## src/rtl/sag_pkg.sv

```systemverilog
package sag_pkg;
    typedef enum logic [1:0] {
        MODE_RECT = 2'd0,
        MODE_TRI  = 2'd1,
        MODE_IND  = 2'd2,
        MODE_RSVD = 2'd3
    } sag_mode_e;
endpackage

```

## src/rtl/sag_walker.sv

```systemverilog
module sag_walker
    import sag_pkg::*;
#(
    parameter int VL = 4,
    parameter int LW = 8,
    parameter int CW = $clog2(VL + 1)
) (
    input  logic          clk,
    input  logic          rst_n,
    input  logic          start,
    input  sag_mode_e     mode,
    input  logic [LW-1:0] ilen,
    input  logic [LW-1:0] olen,
    input  logic          adv,
    output logic          busy,
    output logic [LW-1:0] row,
    output logic [LW:0]   col,
    output logic [CW-1:0] lanes,
    output logic          last_grp,
    output logic          last_row,
    output logic          empty_pulse
);
    localparam int RW = LW + 1;

    typedef struct packed {
        logic          busy;
        logic          empty;
        logic [LW-1:0] row;
        logic [RW-1:0] col;
    } walk_t;

    walk_t w_d, w_q;
    logic [RW-1:0] rowlen, remain;

    always_comb begin
        rowlen   = (mode == MODE_TRI) ? ({1'b0, w_q.row} + RW'(1)) : {1'b0, ilen};
        remain   = rowlen - w_q.col;
        last_grp = remain <= RW'(VL);
        lanes    = last_grp ? CW'(remain) : CW'(VL);
        last_row = w_q.row == (olen - LW'(1));

        w_d       = w_q;
        w_d.empty = 1'b0;
        if (!w_q.busy) begin
            if (start) begin
                if (olen == '0 || (mode != MODE_TRI && ilen == '0)) begin
                    w_d.empty = 1'b1;
                end else begin
                    w_d.busy = 1'b1;
                    w_d.row  = '0;
                    w_d.col  = '0;
                end
            end
        end else if (adv) begin
            if (last_grp) begin
                w_d.col = '0;
                if (last_row) w_d.busy = 1'b0;
                else          w_d.row  = w_q.row + LW'(1);
            end else begin
                w_d.col = w_q.col + RW'(VL);
            end
        end
    end

    always_ff @(posedge clk) begin
        if (!rst_n) w_q <= '0;
        else        w_q <= w_d;
    end

    assign busy        = w_q.busy;
    assign row         = w_q.row;
    assign col         = w_q.col;
    assign empty_pulse = w_q.empty;


    empty_once_chk: assert property (@(posedge clk) disable iff (!rst_n)
        w_q.empty |=> !w_q.empty);


    busy_hold_chk: assert property (@(posedge clk) disable iff (!rst_n)
        w_q.busy && !adv |=> w_q.busy);
endmodule

```

## src/rtl/sag_idx_collect.sv

```systemverilog
module sag_idx_collect #(
    parameter int VL = 4,
    parameter int AW = 32,
    parameter int CW = $clog2(VL + 1)
) (
    input  logic                  clk,
    input  logic                  rst_n,
    input  logic                  enable,
    input  logic [CW-1:0]         lanes,
    input  logic                  idx_valid,
    input  logic [AW-1:0]         idx_data,
    input  logic                  grp_fire,
    output logic                  idx_ready,
    output logic                  full,
    output logic [VL-1:0][AW-1:0] slots
);
    typedef struct packed {
        logic [CW-1:0]         cnt;
        logic [VL-1:0][AW-1:0] slot;
    } col_t;

    col_t c_d, c_q;

    always_comb begin
        c_d       = c_q;
        idx_ready = enable && (c_q.cnt < lanes);
        full      = enable && (c_q.cnt == lanes);
        if (idx_ready && idx_valid) begin
            for (int l = 0; l < VL; l++) begin
                if (CW'(l) == c_q.cnt) c_d.slot[l] = idx_data;
            end
            c_d.cnt = c_q.cnt + CW'(1);
        end
        if (grp_fire || !enable) c_d.cnt = '0;
    end

    always_ff @(posedge clk) begin
        if (!rst_n) c_q <= '0;
        else        c_q <= c_d;
    end

    assign slots = c_q.slot;


    slot_bound_chk: assert property (@(posedge clk) disable iff (!rst_n)
        enable |-> c_q.cnt <= lanes);
endmodule

```

## src/rtl/sag_lane_gen.sv

```systemverilog
module sag_lane_gen
    import sag_pkg::*;
#(
    parameter int VL = 4,
    parameter int AW = 32,
    parameter int LW = 8,
    parameter int CW = $clog2(VL + 1)
) (
    input  sag_mode_e             mode,
    input  logic [AW-1:0]         base,
    input  logic [1:0]            esize,
    input  logic [AW-1:0]         istride,
    input  logic [AW-1:0]         ostride,
    input  logic [LW-1:0]         row,
    input  logic [LW:0]           col,
    input  logic [CW-1:0]         lanes,
    input  logic [VL-1:0][AW-1:0] slots,
    output logic [VL*AW-1:0]      addr,
    output logic [VL-1:0]         mask
);
    logic [AW-1:0] row_off;
    assign row_off = AW'(row) * ostride;

    for (genvar l = 0; l < VL; l++) begin : g_lane
        logic          on;
        logic [AW-1:0] off;
        always_comb begin
            on = CW'(l) < lanes;
            if (mode == MODE_IND) off = slots[l];
            else                  off = row_off + (AW'(col) + AW'(l)) * istride;
        end
        assign mask[l]          = on;
        assign addr[l*AW +: AW] = on ? (base + (off << esize)) : '0;
    end
endmodule

```

## src/rtl/stream_addr_gen.sv

```systemverilog
module stream_addr_gen
    import sag_pkg::*;
#(
    parameter int VL = 4,
    parameter int AW = 32,
    parameter int LW = 8
) (
    input  logic             clk,
    input  logic             rst_n,
    input  logic             cfg_we,
    input  logic [1:0]       cfg_mode,
    input  logic [1:0]       cfg_esize,
    input  logic [AW-1:0]    cfg_base,
    input  logic [AW-1:0]    cfg_istride,
    input  logic [AW-1:0]    cfg_ostride,
    input  logic [LW-1:0]    cfg_ilen,
    input  logic [LW-1:0]    cfg_olen,
    input  logic             start,
    output logic             out_valid,
    input  logic             out_ready,
    output logic [VL*AW-1:0] out_addr,
    output logic [VL-1:0]    out_mask,
    output logic             out_eor,
    output logic             out_eos,
    input  logic             idx_valid,
    output logic             idx_ready,
    input  logic [AW-1:0]    idx_data
);
    localparam int CW = $clog2(VL + 1);

    typedef struct packed {
        sag_mode_e     mode;
        logic [1:0]    esize;
        logic [AW-1:0] base;
        logic [AW-1:0] istride;
        logic [AW-1:0] ostride;
        logic [LW-1:0] ilen;
        logic [LW-1:0] olen;
    } desc_t;

    desc_t d_d, d_q;

    logic                  busy, last_grp, last_row, empty_pulse, full, fire, ind;
    logic [LW-1:0]         row;
    logic [LW:0]           col;
    logic [CW-1:0]         lanes;
    logic [VL-1:0][AW-1:0] slots;

    always_comb begin
        d_d = d_q;
        if (cfg_we && !busy) begin
            d_d.mode    = sag_mode_e'(cfg_mode);
            d_d.esize   = cfg_esize;
            d_d.base    = cfg_base;
            d_d.istride = cfg_istride;
            d_d.ostride = cfg_ostride;
            d_d.ilen    = cfg_ilen;
            d_d.olen    = cfg_olen;
        end
    end

    always_ff @(posedge clk) begin
        if (!rst_n) d_q <= '0;
        else        d_q <= d_d;
    end

    assign ind       = busy && (d_q.mode == MODE_IND);
    assign out_valid = busy && (!ind || full);
    assign fire      = out_valid && out_ready;
    assign out_eor   = out_valid && last_grp;
    assign out_eos   = (out_valid && last_grp && last_row) || empty_pulse;

    sag_walker #(.VL(VL), .LW(LW), .CW(CW)) walk_i (
        .clk(clk), .rst_n(rst_n), .start(start), .mode(d_q.mode),
        .ilen(d_q.ilen), .olen(d_q.olen), .adv(fire), .busy(busy),
        .row(row), .col(col), .lanes(lanes), .last_grp(last_grp),
        .last_row(last_row), .empty_pulse(empty_pulse)
    );

    sag_idx_collect #(.VL(VL), .AW(AW), .CW(CW)) coll_i (
        .clk(clk), .rst_n(rst_n), .enable(ind), .lanes(lanes),
        .idx_valid(idx_valid), .idx_data(idx_data), .grp_fire(fire),
        .idx_ready(idx_ready), .full(full), .slots(slots)
    );

    sag_lane_gen #(.VL(VL), .AW(AW), .LW(LW), .CW(CW)) lane_i (
        .mode(d_q.mode), .base(d_q.base), .esize(d_q.esize),
        .istride(d_q.istride), .ostride(d_q.ostride), .row(row), .col(col),
        .lanes(lanes), .slots(slots), .addr(out_addr), .mask(out_mask)
    );


    hold_stable_chk: assert property (@(posedge clk) disable iff (!rst_n)
        out_valid && !out_ready |=> out_valid && $stable(out_addr) &&
        $stable(out_mask) && $stable(out_eor) && $stable(out_eos));


    eos_with_eor_chk: assert property (@(posedge clk) disable iff (!rst_n)
        out_valid && out_eos |-> out_eor);


    idx_out_excl_chk: assert property (@(posedge clk) disable iff (!rst_n)
        !(idx_ready && out_valid));


    mask_shape_chk: assert property (@(posedge clk) disable iff (!rst_n)
        out_valid |-> out_mask[0] && ((out_mask & (out_mask + 1'b1)) == '0));


    end_drop_chk: assert property (@(posedge clk) disable iff (!rst_n)
        out_valid && out_ready && out_eos |=> !out_valid);
endmodule

```

## config.mk

```make
export PLATFORM = sky130hd
export DESIGN_NAME = stream_addr_gen
export DESIGN_NICKNAME = d
export VERILOG_FILES = /design/src/rtl/sag_pkg.sv /design/src/rtl/sag_walker.sv /design/src/rtl/sag_idx_collect.sv /design/src/rtl/sag_lane_gen.sv /design/src/rtl/stream_addr_gen.sv
export SDC_FILE = /design/constraint.sdc
export NUM_CORES = 2
export LEC_CHECK = 0
export ABC_AREA = 1
export ABC_CLOCK_PERIOD_IN_PS = 12700
export BUFFER_PORTS_ARGS = -buffer_cell sky130_fd_sc_hd__buf_4
export CORE_ASPECT_RATIO = 1.1
export CORE_MARGIN = 3
export CORE_UTILIZATION = 30
export DETAILED_ROUTE_END_ITERATION = 10
export HOLD_SLACK_MARGIN = 0.05
export PLACE_DENSITY = 0.5
export SETUP_SLACK_MARGIN = 0.5
export SLEW_MARGIN = 15
export SYNTH_ARGS = -nofsm -noshare
export SYNTH_HDL_FRONTEND = slang
export SYNTH_SLANG_ARGS = --single-unit
```

## constraint.sdc

```tcl
create_clock -name clk -period 12.7 [get_ports clk]
set_input_delay 0 -clock clk [delete_from_list [all_inputs] [get_ports clk]]
set_output_delay 0 -clock clk [all_outputs]
set_load 0.1 [all_outputs]
```

== After elaboration in Yosys (flattened, before gate mapping) ==
Index checks and enable logic that the tools add are counted.
Storage, ports and cells
  flip-flop bits (word level): 266
  word-level logic and storage cells: 113
  bits of input ports: 154
  output and inout port bits: 136
Cells by class
  shift-type cells: 4
  multipliers: 5
  order comparisons: 6
  eq/ne operators: 12
  bitwise operators: 2
  multiplexer cells: 23
  add/subtract/negate cells: 17
  reductions and logical operators: 28
Operators with widths (count)
  $add 32x32->32: 8
  $mux 32: 8
  $shl 32x2->32: 4
  $mul 32x32->32: 3
  $mux 17: 3
  $mul 8x32->32: 1
  $mul 9x32->32: 1
  $add 9x2->10 const B: 2
  $mux 19: 1
  $mux 9: 2
  $logic_not 8->1: 2
  $mux 8: 2
  $add 9x1->10 const B: 1
  $logic_and 1x1->1: 10
  $add 8x1->9 const B: 1
  $add 9x3->9 const B: 1
  $le 9x3->1 const B: 1
  $sub 9x9->9: 1
  $add 8x1->8 const B: 1
  $eq 8x8->1: 1
  $reduce_and 2->1: 4
  $sub 8x1->8 const B: 1
  $eq 2x3->1 const A: 2
  $lt 1x3->1 const A: 2
  other kinds (20): 34

== Depth between registers and ports, before layout ==
  word-level depth: 12
  gate-level depth with buffers: 57
  gate-level depth less buffers: 54

== By module ==
From an unflattened synthesis, not the netlist that was laid out.
Second synthesis, totals
  cells, all modules: 9694
  area total of the unflattened synthesis: 66478.8 µm²
By module, submodules not included
  sag_lane_gen: seq. area each 0.0 µm², cells an instance 7678, area an instance 52651.7 µm², times used 1
  sag_idx_collect: seq. area each 2622.5 µm², cells an instance 1179, area an instance 7826.3 µm², times used 1
  stream_addr_gen: seq. area each 2322.2 µm², cells an instance 517, area an instance 4067.7 µm², times used 1
  sag_walker: seq. area each 340.3 µm², cells an instance 320, area an instance 1933.1 µm², times used 1

== Worst setup path before layout ==
No wires, ideal clock.
  kind: flip-flop to output port
  start point: reg walk_i.w_q, in the netlist walk_i.row[3]
  end point: out out_addr[63]
  arrival: 10754 ps
  buffers on the path: 3
  data required time: 12700 ps
  cell stages (with the launch flop): 50
  slack: 1946 ps
  cell sequence: dfxtp_1 -> buf_2 -> buf_1 -> clkbuf_1 -> nand2_1 -> fa_1 -> fa_1 -> inv_1 -> fa_1 -> inv_1 -> fa_1 -> inv_1 -> ha_1 -> a21o_1 -> a21oi_1 -> o21ai_2 -> a21oi_1 -> o21bai_1 -> [14 not listed] -> a21oi_1 -> nand2_1 -> xor2_1 -> nand2_1 -> a21oi_1 -> a211o_1 -> nand2_1 -> ha_1 -> inv_1 -> nor3_1 -> nand2_1 -> nor4_1 -> nand2_1 -> nand2_1 -> nand2_1 -> nand2_1 -> nand3_1 -> a21oi_1
Between the ends
  cells in the longest elaborated chain, start to end: 7
  elaborated cells between the ends (all ways): 12
  classes of those cells: 4 x add/sub; 1 x mul; 2 x order compare; 1 x shift; 4 x mux
Ends and longest elaborated chain
  start: declaration: line sag_walker.sv:32  | walk_t w_d, w_q;
  start signal: assignment: line sag_walker.sv:67  | else w_q <= w_d;
  parallel branches: the longest is 6 deep, another holds $mul 8x32->32
  $mux 32 *: line sag_lane_gen.sv:33  | assign addr[l*AW +: AW] = on ? (base + (off << esize)) : '0;
  end: declaration: line stream_addr_gen.sv:21  | output logic [VL*AW-1:0] out_addr,
Mark *: on every way between the ends.

== Worst setup path in the final report ==
  start point: reg d_q[18] (netlist bit)
  end point: out out_addr[91]
Between the ends
  cells in the longest elaborated chain, start to end: 6
Ends and longest elaborated chain
  start: declaration: line stream_addr_gen.sv:41  | desc_t d_d, d_q;
  start signal: assignment: line stream_addr_gen.sv:63  | if (!rst_n) d_q <= '0;
  start signal: assignment: line stream_addr_gen.sv:64  | else d_q <= d_d;
  $mul 8x32->32: line sag_lane_gen.sv:22  | assign row_off = AW'(row) * ostride;
  $add 32x32->32: line sag_lane_gen.sv:30  | else off = row_off + (AW'(col) + AW'(l)) * istride;
  $mux 32: line sag_lane_gen.sv:29  | if (mode == MODE_IND) off = slots[l];
  $shl 32x2->32: line sag_lane_gen.sv:33
  $add 32x32->32: line sag_lane_gen.sv:33
  $mux 32: line sag_lane_gen.sv:33
No other way between the ends.

==> impl_metrics.tcl <==
set metrics [dict create \
    grtUsageTotal_pct 22.5 \
    rows 171 \
    start_util_pct 30.3 \
    async_flop_share_pct 0 \
    start_kind "register" \
    drc_errors 0 \
    drv_slew 0 \
    syn-mean-instance-area_sq_um 7.13 \
    setup_viol 0 \
    die_area_sq_mm 0.205 \
    dp_hpwl_microns 196000 \
    tightest_slew_ps 1100 \
    cp.required_ps 12700 \
    critPathCaptureType "output pin" \
    drtPass1Iterations 6 \
    antenna_found_initial 12 \
    ios 290 \
    hold_viol 0 \
    finalCriticalPeriod_ps 11690 \
    synth_area_sq_mm 0.0598 \
    cts_tree "built" \
    synth_edf_count 0 \
    synth_top_area_share_pct 32.2 \
    path_clk_slew_ps 60 \
    yosysTopAreaCell "fa_1" \
    die_y_microns 474 \
    core_sq_mm 0.198 \
    max_cap_viol_count 0 \
    timing.slew.headroom_pct 26.4 \
    wire_per_inst_microns 20.1 \
    wl_microns 230000 \
    grt_max_degree 112 \
    clockBufferDepth 3 \
    hold_class "in -> reg" \
    nFillCells 21400 \
    slowest_stage "o21ai_0" \
    syn_inst 8390 \
    ys.warnings.count 0 \
    ys_types 68 \
    area_delta_synth_final_pct 15.2 \
    skew_ps 34.0 \
    grt_pass1_vias 55900 \
    status "complete, no violations" \
    clock_latency_ps 640 \
    overflow 0 \
    place_congestion 0.971 \
    synth_flop_cell "dfxtp_1" \
    grt_pass1_wl_microns 348000 \
    p_per_area_mw_per_mm2 143 \
    die_width_microns 432 \
    postLayoutCellArea_sq_mm 0.0689 \
    slowest_delay_ps 710 \
    cts_sinks 264 \
    htree_levels 2 \
    finalCritPeriodShare_pct 92.0 \
    numCtsBuffers 40 \
    vias 54300 \
    max_freq_mhz 85.5 \
    crit_fanout 9 \
    setup-tns-final_ps 0 \
    numPortBuffers 289 \
    leakage_nw 38.1 \
    ir_worst_vdd_mv 0.286 \
    ant_nets 0 \
    vias_per_cell 4.74 \
    synth.top_cells.by_area "fa_1, inv_1, nand2_1" \
    critPathKind "reg -> out" \
    fin_nets 10400 \
    cp.arrival_ps 11690 \
    drtIter0Drc 4223 \
    seq_area_frac_synth_pct 8.84 \
    grt_setup_unrepaired "yes" \
    postPlaceCellArea_sq_mm 0.0651 \
    clockRootBuffer "clkbuf_16" \
    synth-seq-cells 264 \
    drive_above_1_share_pct 6.80 \
]
==> power by group <==
group          switching [mW]  total, mW  internal [mW]
Combinational            5.73       7.65           1.91
Sequential              0.121      0.992          0.872
Clock                   0.500       1.20          0.699
Total                    6.35       9.84           3.48
==> routing by layer <==
layer | global-route usage (%) | wire [microns]
met1 | 29.1 | 98800
met4 | 6.28 | 6960
met5 | 0 | 23
met3 | 1.95 | 9790
met2 | 39.8 | 115000
==> layout by cell type, fill, tap and decap left out, types with 34 or more instances in the layout <==
| master | count |
|---|---|
| nand4_1 | 45 |
| conb_1 | 103 |
| dfxtp_1 | 253 |
| a21oi_1 | 511 |
| dlygate4sd3_1 | 221 |
| nand3_1 | 349 |
| clkbuf_16 | 40 |
| buf_4 | 368 |
| nor2_1 | 458 |
| or2_2 | 81 |
| ha_1 | 452 |
| xnor2_1 | 71 |
| xor2_1 | 105 |
| nor3_1 | 50 |
| nand2_1 | 1650 |
| o21ai_0 | 573 |
| inv_1 | 2182 |
| mux2i_1 | 34 |
| fa_1 | 963 |
| a21o_1 | 35 |
==> synthesized netlist by cell type (29+ instances only) <==
cell      number
a21o_1        35
a21oi_1      515
a31oi_1       29
buf_1         54
clkbuf_1     229
dfxtp_1      264
fa_1         963
ha_1         452
inv_1       2184
mux2i_1       34
nand2_1     1652
nand3_1      350
nand4_1       45
nor2_1       459
nor3_1        53
o211ai_1      31
o21ai_0      577
o21bai_1      33
or2_2         81
xnor2_1       75
xor2_1       106
==> kinds of logic after synthesis <==
group | Yosys count | share of synthesized area (%)
xor gates and xnor gates | 183 | 2.71
adders and majority gates | 1415 | 41.7
other | 2 | 0.0126
DFF | 264 | 8.84
AOI/OAI and AO/OA | 1297 | 11.7
muxes | 34 | 0.569
buffers and inverters | 2499 | 15.8
and+or+nand+nor | 2696 | 18.7
==> state kept, by name, summed over array words and instances, names as in the netlist <==
signal	count
d_q	116
walk_i.empty_pulse	1
walk_i.busy	1
coll_i.c_q	3
coll_i.slots	128
walk_i.col	7
walk_i.row	8
==> metrics by stage <==
stage                     power (mW)  hold slack [ps]  utilization (%)  instances  setup slack (ps)
after CTS                       9.84              122             34.8      11400               510
after global routing            10.4              166             34.8      11500               483
final                           9.84              151             34.8      11500              1010
after detailed placement        8.52              259             32.9      11200               876
after global placement          8.53              253             32.9      11200              1190
after floorplan                 6.33              146                -       8491              1950
==> timing repair <==
item,4_1_cts,5_1_grt
pin swaps,0,1
hold endpoints to repair,261,0
setup endpoints to repair,4,32
cloned,0,0
setup buffers,0,1
hold buffers,221,0
gates resized for setup,5,44
==> area by class of cell <==
| type | count | area (sq um) | area share, % |
|---|---|---|---|
| multi-input combinational | 5728 | 45600 | 66.2 |
| inverter | 2193 | 8240 | 12.0 |
| sequential | 264 | 5310 | 7.71 |
| timing repair buffer | 597 | 5090 | 7.39 |
| tap | 2595 | 3250 | 4.71 |
| clock buffer | 51 | 1100 | 1.60 |
| clock inverter | 21 | 246 | 0.358 |
| antenna | 6 | 15.0 | 0.0218 |
==> critical path, delay by kind of cell (launching register included) <==
kind | cells | cell delay, ps
flip-flops | 1 | 510
XOR/XNOR | 1 | 650
multiplexers | 1 | 210
AND/OR/NAND/NOR | 12 | 1820
adder cells (fa/ha/maj) | 10 | 4320
buffers and inverters | 8 | 870
AO/OA/AOI/OAI | 9 | 2660
==> path summary, 6_finish.rpt <==
kind / startpoint / endpoint / slack (ps) / cells after the start
min reg2reg: coll_i.slots[127] / coll_i.slots[127] / 450 / 2
max reg2reg: walk_i.col[3] / walk_i.row[6] / 7190 / 24
max: d_q[18] / out_addr[91] / 1010 / 41
min: cfg_we / d_q[107] / 150 / 4
Note: power is estimated with default switching activity, not from simulation.
